==> config.mk <==
export PLATFORM = sky130hd
export DESIGN_NAME = mbq_shift_fifo
export DESIGN_NICKNAME = d
export VERILOG_FILES = /design/src/rtl/mbq_pkg.sv /design/src/rtl/mbq_slot.sv /design/src/rtl/mbq_status.sv /design/src/rtl/mbq_ctrl.sv /design/src/rtl/mbq_shift_fifo.sv
export SDC_FILE = /design/constraint.sdc
export NUM_CORES = 1
export LEC_CHECK = 0
export BUFFER_PORTS_ARGS = -buffer_cell sky130_fd_sc_hd__buf_2
export CAP_MARGIN = 30
export CORE_MARGIN = 2
export CORE_UTILIZATION = 53
export DETAILED_ROUTE_END_ITERATION = 8
export PLACE_DENSITY = 0.75
export RECOVER_POWER = 25
export SETUP_SLACK_MARGIN = 0.4
export SLEW_MARGIN = 0
export SYNTH_ARGS = -nofsm -noshare
export SYNTH_HDL_FRONTEND = slang
export SYNTH_HIERARCHICAL = 1
export SYNTH_SLANG_ARGS = --single-unit
==> constraint.sdc <==
create_clock -name clk -period 3.1 [get_ports clk]
set_input_delay 0.93 -clock clk [delete_from_list [all_inputs] [get_ports clk]]
set_output_delay 0.93 -clock clk [all_outputs]
set_load 0.01 [all_outputs]
==> src/rtl/mbq_pkg.sv <==
package mbq_pkg;
  localparam int unsigned STAT_W    = 32;
  localparam int unsigned FULL_BIT  = 31;
  localparam int unsigned EMPTY_BIT = 30;

  typedef enum logic [1:0] {
    SL_HOLD  = 2'd0,
    SL_SHIFT = 2'd1,
    SL_LOAD  = 2'd2,
    SL_FREE  = 2'd3
  } slot_op_e;
endpackage

==> src/rtl/mbq_slot.sv <==
module mbq_slot
  import mbq_pkg::*;
#(
  parameter int unsigned    DW     = 32,
  parameter logic [DW-1:0]  MARKER = '1
) (
  input  logic          clk,
  input  logic          rst_n,
  input  slot_op_e      op,
  input  logic [DW-1:0] up_val,
  input  logic [DW-1:0] in_val,
  output logic [DW-1:0] q
);
  always_ff @(posedge clk or negedge rst_n) begin
    if (!rst_n) begin
      q <= MARKER;
    end else begin
      case (op)
        SL_SHIFT: q <= up_val;
        SL_LOAD:  q <= in_val;
        SL_FREE:  q <= MARKER;
        default:  q <= q;
      endcase
    end
  end
endmodule

==> src/rtl/mbq_status.sv <==
module mbq_status
  import mbq_pkg::*;
#(
  parameter int unsigned DEPTH = 8,
  parameter int unsigned CW    = $clog2(DEPTH + 1)
) (
  input  logic [CW-1:0]     count,
  output logic              full,
  output logic              empty,
  output logic [STAT_W-1:0] status
);
  localparam logic [CW-1:0] DEPTH_C = CW'(DEPTH);

  assign full  = (count == DEPTH_C);
  assign empty = (count == '0);

  always_comb begin
    status            = '0;
    status[CW-1:0]    = count;
    status[FULL_BIT]  = full;
    status[EMPTY_BIT] = empty;
  end
endmodule

==> src/rtl/mbq_ctrl.sv <==
module mbq_ctrl
  import mbq_pkg::*;
#(
  parameter int unsigned DEPTH = 8,
  parameter int unsigned CW    = $clog2(DEPTH + 1)
) (
  input  logic          clk,
  input  logic          rst_n,
  input  logic          clear,
  input  logic          push_req,
  input  logic          pop_req,
  input  logic          full,
  input  logic          empty,
  output logic [CW-1:0] count,
  output logic          do_push,
  output logic          do_pop,
  output logic          overflow,
  output logic          underflow,
  output slot_op_e      ops [DEPTH]
);
  logic [CW-1:0] count_q;
  logic          ovf_q, udf_q;
  int            cnt_i;

  assign do_push = push_req && !full  && !clear;
  assign do_pop  = pop_req  && !empty && !clear;
  assign cnt_i   = int'(count_q);

  always_ff @(posedge clk or negedge rst_n) begin
    if (!rst_n) begin
      count_q <= '0;
      ovf_q   <= 1'b0;
      udf_q   <= 1'b0;
    end else begin
      ovf_q <= push_req && full  && !clear;
      udf_q <= pop_req  && empty && !clear;
      if (clear)                  count_q <= '0;
      else if (do_push && !do_pop) count_q <= count_q + 1'b1;
      else if (do_pop && !do_push) count_q <= count_q - 1'b1;
    end
  end

  always_comb begin
    for (int i = 0; i < int'(DEPTH); i++) begin
      ops[i] = SL_HOLD;
      if (clear) begin
        ops[i] = SL_FREE;
      end else if (do_pop) begin
        if (i + 1 == cnt_i)     ops[i] = do_push ? SL_LOAD : SL_FREE;
        else if (i + 1 < cnt_i) ops[i] = SL_SHIFT;
      end else if (do_push && i == cnt_i) begin
        ops[i] = SL_LOAD;
      end
    end
  end

  assign count     = count_q;
  assign overflow  = ovf_q;
  assign underflow = udf_q;

  p_push_r3: assert property (@(posedge clk) disable iff (!rst_n)
    (push_req && !full && !pop_req && !clear) |=> (count_q == CW'($past(count_q) + 1'b1)));

  p_no_overflow_r4: assert property (@(posedge clk) disable iff (!rst_n)
    (push_req && full && !pop_req && !clear) |=> (overflow && $stable(count_q)));

  p_pop_r5: assert property (@(posedge clk) disable iff (!rst_n)
    (pop_req && !empty && !push_req && !clear) |=> (count_q == CW'($past(count_q) - 1'b1)));

  p_underflow_r6: assert property (@(posedge clk) disable iff (!rst_n)
    (pop_req && empty && !push_req && !clear) |=> (underflow && $stable(count_q)));

  p_pushpop_r8: assert property (@(posedge clk) disable iff (!rst_n)
    (push_req && pop_req && !full && !empty && !clear) |=> $stable(count_q));

  p_clear_r9: assert property (@(posedge clk) disable iff (!rst_n)
    clear |=> (count_q == '0 && !overflow && !underflow));
endmodule

==> src/rtl/mbq_shift_fifo.sv <==
module mbq_shift_fifo
  import mbq_pkg::*;
#(
  parameter int unsigned   DEPTH  = 8,
  parameter int unsigned   DW     = 32,
  parameter logic [DW-1:0] MARKER = 32'hFFFF_FFFF,
  parameter int unsigned   CW     = $clog2(DEPTH + 1)
) (
  input  logic              clk,
  input  logic              rst_n,
  input  logic              clear,
  input  logic              push_valid,
  input  logic [DW-1:0]     push_data,
  output logic              push_ready,
  input  logic              pop_ready,
  output logic              pop_valid,
  output logic [DW-1:0]     pop_data,
  output logic [DW-1:0]     peek_data,
  output logic [CW-1:0]     count,
  output logic [STAT_W-1:0] status,
  output logic              overflow,
  output logic              underflow
);
  logic          full, empty, do_push, do_pop;
  slot_op_e      ops   [DEPTH];
  logic [DW-1:0] slot  [DEPTH];

  mbq_status #(.DEPTH(DEPTH), .CW(CW)) u_status (
    .count (count),
    .full  (full),
    .empty (empty),
    .status(status)
  );

  mbq_ctrl #(.DEPTH(DEPTH), .CW(CW)) u_ctrl (
    .clk      (clk),
    .rst_n    (rst_n),
    .clear    (clear),
    .push_req (push_valid),
    .pop_req  (pop_ready),
    .full     (full),
    .empty    (empty),
    .count    (count),
    .do_push  (do_push),
    .do_pop   (do_pop),
    .overflow (overflow),
    .underflow(underflow),
    .ops      (ops)
  );

  for (genvar g = 0; g < int'(DEPTH); g++) begin : g_slot
    logic [DW-1:0] up_val;
    if (g == int'(DEPTH) - 1) begin : g_last
      assign up_val = MARKER;
    end else begin : g_mid
      assign up_val = slot[g+1];
    end
    mbq_slot #(.DW(DW), .MARKER(MARKER)) u_slot (
      .clk   (clk),
      .rst_n (rst_n),
      .op    (ops[g]),
      .up_val(up_val),
      .in_val(push_data),
      .q     (slot[g])
    );
  end

  assign push_ready = !full;
  assign pop_valid  = !empty;
  assign peek_data  = slot[0];
  assign pop_data   = slot[0];

  p_flags_r2: assert property (@(posedge clk) disable iff (!rst_n)
    !(status[FULL_BIT] && status[EMPTY_BIT]));

  p_empty_marker_r7: assert property (@(posedge clk) disable iff (!rst_n)
    status[EMPTY_BIT] |-> (peek_data == MARKER));

  p_head_shift_r5: assert property (@(posedge clk) disable iff (!rst_n)
    (do_pop && !do_push && count > CW'(1)) |=> (peek_data == $past(slot[1])));
endmodule

==> metrics.log <==
[metrics] gp weighted congestion: roughly 0.9
[metrics] worst-case clock skew: 0.0131 ns
[metrics] Synthesis Warnings: 6
[metrics] number of nets at the end of the flow: approximately 1200
[metrics] area of the mapped netlist: roughly 15000 µm²
[metrics] count of nets left with antenna violations after detail routing: 0
[metrics] # H-tree levels: 1
[metrics] CTS sink count: ~260
[metrics] Post-route DRC: 0
[metrics] DRT iter0 DRCs: approximately 560
[metrics] ranking of synthesized cells by area: sky130_fd_sc_hd__dfstp_2 45%, sky130_fd_sc_hd__mux2_4 24%, sky130_fd_sc_hd__o22a_1 15%
[metrics] async set or reset register ratio after synthesis: 1.00
[metrics] EDFF count, synth: 0
[metrics] I/O Pins: 141
[metrics] data arrival time of the critical path: between 1.5 and 2 ns
[metrics] start point of the worst hold path: clear
[metrics] GR Overflow Total: 0
[metrics] number of global-route vias before repair: ~10000
[metrics] sequential share of the synthesized area: 0.462
[metrics] Fin Setup TNS: 0 ns
[metrics] violations in the final reports: capacitance limit, slew limit
[metrics] FF-to-FF Start: u_ctrl/count[1]
[metrics] leading cell types by count after synthesis: 256 x sky130_fd_sc_hd__dfstp_2, 256 x sky130_fd_sc_hd__o22a_1, 241 x sky130_fd_sc_hd__mux2_4
[metrics] Inserted Clock Buffers: 29
[metrics] proportion of layout cells with a drive suffix above 1: 0.668
[metrics] Hold Path Class: in -> reg
[metrics] run status: finished with violations
[metrics] clock period minus final worst setup slack: 2.65 ns
[metrics] drt wl/cell: 22.5 µm
[metrics] end of the worst register-to-register path: g_slot[0].u_slot/q[21]
[metrics] worst-case clock buffer depth: 3
[metrics] CP max FO: 6
[metrics] slack of the worst reg-to-reg path: roughly 0.53 ns
[metrics] reported leakage power: between 0.006 and 0.007 µW
[metrics] highest clock rate: roughly 0.38 GHz
[metrics] worst hold path stage count: 2
[metrics] via count: around 9000
[metrics] port bufs: between 100 and 150
[metrics] Mapped Avg Cell Area: roughly 14 µm²
[metrics] top_reg_cell synth: sky130_fd_sc_hd__dfstp_2
[metrics] Die Footprint: between 20000 and 30000 µm²
[metrics] path type of the worst setup path: reg -> out
[metrics] clock tree root driver cell: sky130_fd_sc_hd__clkbuf_16
[metrics] Worst Hold End: u_ctrl/overflow
[metrics] CTS tree: done
[metrics] final setup violation count: 0
[metrics] wire length of the first global-routing pass: between 50 and 60 mm
[metrics] CTS Hold Bufs: 0
[metrics] count of unique library cells instantiated by Yosys: between 40 and 50
[metrics] number of flip-flops and latches in the synthesized netlist: 262
[metrics] cell area after layout: about 17000 µm²
[metrics] pin count of the biggest net entering global routing: 68
[metrics] Final Max Slew Viols: 64
[metrics] endpoint kind of the worst setup timing path: output pin
[metrics] via density per instance: between 5 and 6
[metrics] share of Yosys cell area claimed by the top area cell type: 0.452
[metrics] synth-to-layout area growth: 12.1%
[metrics] final number of hold-violating endpoints: 0
[metrics] transition time at the pin with the least slew margin: about 2.0 ns
[metrics] CP Launch Type: flip-flop
[metrics] dominant cell type by area after synthesis: sky130_fd_sc_hd__dfstp_2
[metrics] Placement Rows: between 60 and 70
[metrics] aggregate global-route resource usage: 0.236
[metrics] Placement Cell Area: about 16000 µm²
[metrics] horizontal die dimension: 172 µm
[metrics] Mapped Cells: about 1000
[metrics] vertical extent of the die: between 150 and 200 µm
[metrics] drt first pass iters: 5
[metrics] unrepaired setup endpoints after global routing: yes
[metrics] detailed placement HPWL: roughly 22 mm
[metrics] Final Routed Wirelength: around 34 mm
[metrics] worst IR drop on VDD: between 400 and 500 µV
[metrics] MaxCap Viol Count: 1
[metrics] logic depth of the worst register-to-register path: 10
[metrics] part of the cycle the worst path needs: 0.854
[metrics] power per cell area: between 600 and 700 nW/µm²
[metrics] antenna violations before repair: 2
[metrics] clock transition at the register clock pins on the worst setup and hold paths after CTS: around 0.060 ns
[metrics] Core Region: 27700 µm²
[metrics] Rel. slew slack: -0.337
[metrics] initial standard-cell utilization of the core: 0.537
[metrics] Required @ worst endpoint: 2.17 ns
[metrics] source-to-sink clock delay at the later pin of the worst-skew pair: approximately 0.56 ns
## what timing repair did
item                                    4_1_cts  5_1_grt
pin swaps                                     0        4
resized for setup                             3       10
endpoints found under the setup margin      175      186
cloned                                        0        1
buffers inserted                              0        4
## state kept, by name (all words and copies together), names as in the netlist
name              count
u_ctrl/underflow      1
u_ctrl/overflow       1
g_slot.u_slot/q     256
u_ctrl/count          4
## cells in the final DEF (no fill, tap or decap), types with 2 or more instances in the layout
cell,instances
sky130_fd_sc_hd__and3_1,2
sky130_fd_sc_hd__clkbuf_8,12
sky130_fd_sc_hd__buf_4,32
sky130_fd_sc_hd__buf_2,113
sky130_fd_sc_hd__nand2b_2,8
sky130_fd_sc_hd__o22a_1,256
sky130_fd_sc_hd__dfrtp_2,3
sky130_fd_sc_hd__nor2_1,11
sky130_fd_sc_hd__o21bai_4,5
sky130_fd_sc_hd__o21ai_1,2
sky130_fd_sc_hd__a31oi_1,5
sky130_fd_sc_hd__dfrtp_1,3
sky130_fd_sc_hd__nand2_1,6
sky130_fd_sc_hd__a311oi_1,2
sky130_fd_sc_hd__or3b_4,3
sky130_fd_sc_hd__clkbuf_16,30
sky130_fd_sc_hd__nand2b_1,3
sky130_fd_sc_hd__xnor2_1,2
sky130_fd_sc_hd__nor2b_1,3
sky130_fd_sc_hd__clkbuf_1,4
sky130_fd_sc_hd__o21bai_2,4
sky130_fd_sc_hd__mux2_2,16
sky130_fd_sc_hd__buf_12,24
sky130_fd_sc_hd__ha_1,3
sky130_fd_sc_hd__clkinv_2,6
sky130_fd_sc_hd__inv_1,4
sky130_fd_sc_hd__dfstp_2,256
sky130_fd_sc_hd__conb_1,58
sky130_fd_sc_hd__a211o_1,2
sky130_fd_sc_hd__o31ai_4,2
sky130_fd_sc_hd__a21oi_1,7
sky130_fd_sc_hd__mux2_4,241
## logic make-up after synthesis
logic type                 share of synthesized area
AOI/OAI and AO/OA                              0.166
muxes                                          0.256
buffers and inverters                         0.0910
and+or+nand+nor                               0.0202
xor gates and xnor gates                     0.00118
other                                       0.000505
DFF                                            0.462
adders and majority gates                    0.00336
## through the flow
step,worst slack (ns),hold slack (ns),std cells,total power [µW],util
floorplan,0.517,0.634,1085,7280,-
global placement,0.0752,0.564,1470,7910,0.563
detailed placement,0.00473,0.574,1470,8030,0.563
CTS,0.367,0.364,1523,11600,0.599
global route,0.380,0.576,1529,12100,0.602
finish,0.452,0.577,1529,11600,0.602
## area by class of cell
class,instances,area [µm²]
tap,378,473
sequential,262,6880
inverter,6,27.5
multi-input combinational,658,7000
timing repair buffer,171,1320
fill,2119,11000
clock inverter,8,80.1
antenna,1,2.50
clock buffer,45,906
## worst max path at each step
stage / startpoint / end / cells past startpoint
2_1_floorplan: clear / g_slot[4].u_slot/q[0] / 8
3_3_place_gp: clear / g_slot[5].u_slot/q[10] / 7
3_5_place_dp: clear / g_slot[5].u_slot/q[18] / 7
4_1_cts: u_ctrl/count[0] / g_slot[3].u_slot/q[24] / 9
5_1_grt: u_ctrl/count[2] / pop_valid / 4
6_report: u_ctrl/count[2] / pop_valid / 4
## layer usage
layer	GRT usage	up-vias	share of wire
li1	-	3974	-
met5	0	-	0.00038
met1	0.315	4777	0.45
met2	0.403	242	0.48
met3	0.0313	74	0.042
met4	0.0682	2	0.025
## critical path: stages, from the launching register on
cell and delay (ns):
sky130_fd_sc_hd__dfrtp_2 0.45, sky130_fd_sc_hd__buf_12 0.14, sky130_fd_sc_hd__nor4_4 0.37, sky130_fd_sc_hd__inv_1 0.07
sky130_fd_sc_hd__buf_2 0.14
## power by group
part | switching, µW | internal (µW)
clock network | 1400 | 2090
logic | 1530 | 1850
registers | 373 | 4350
No activity file was read; power rests on OpenSTA's default activity.
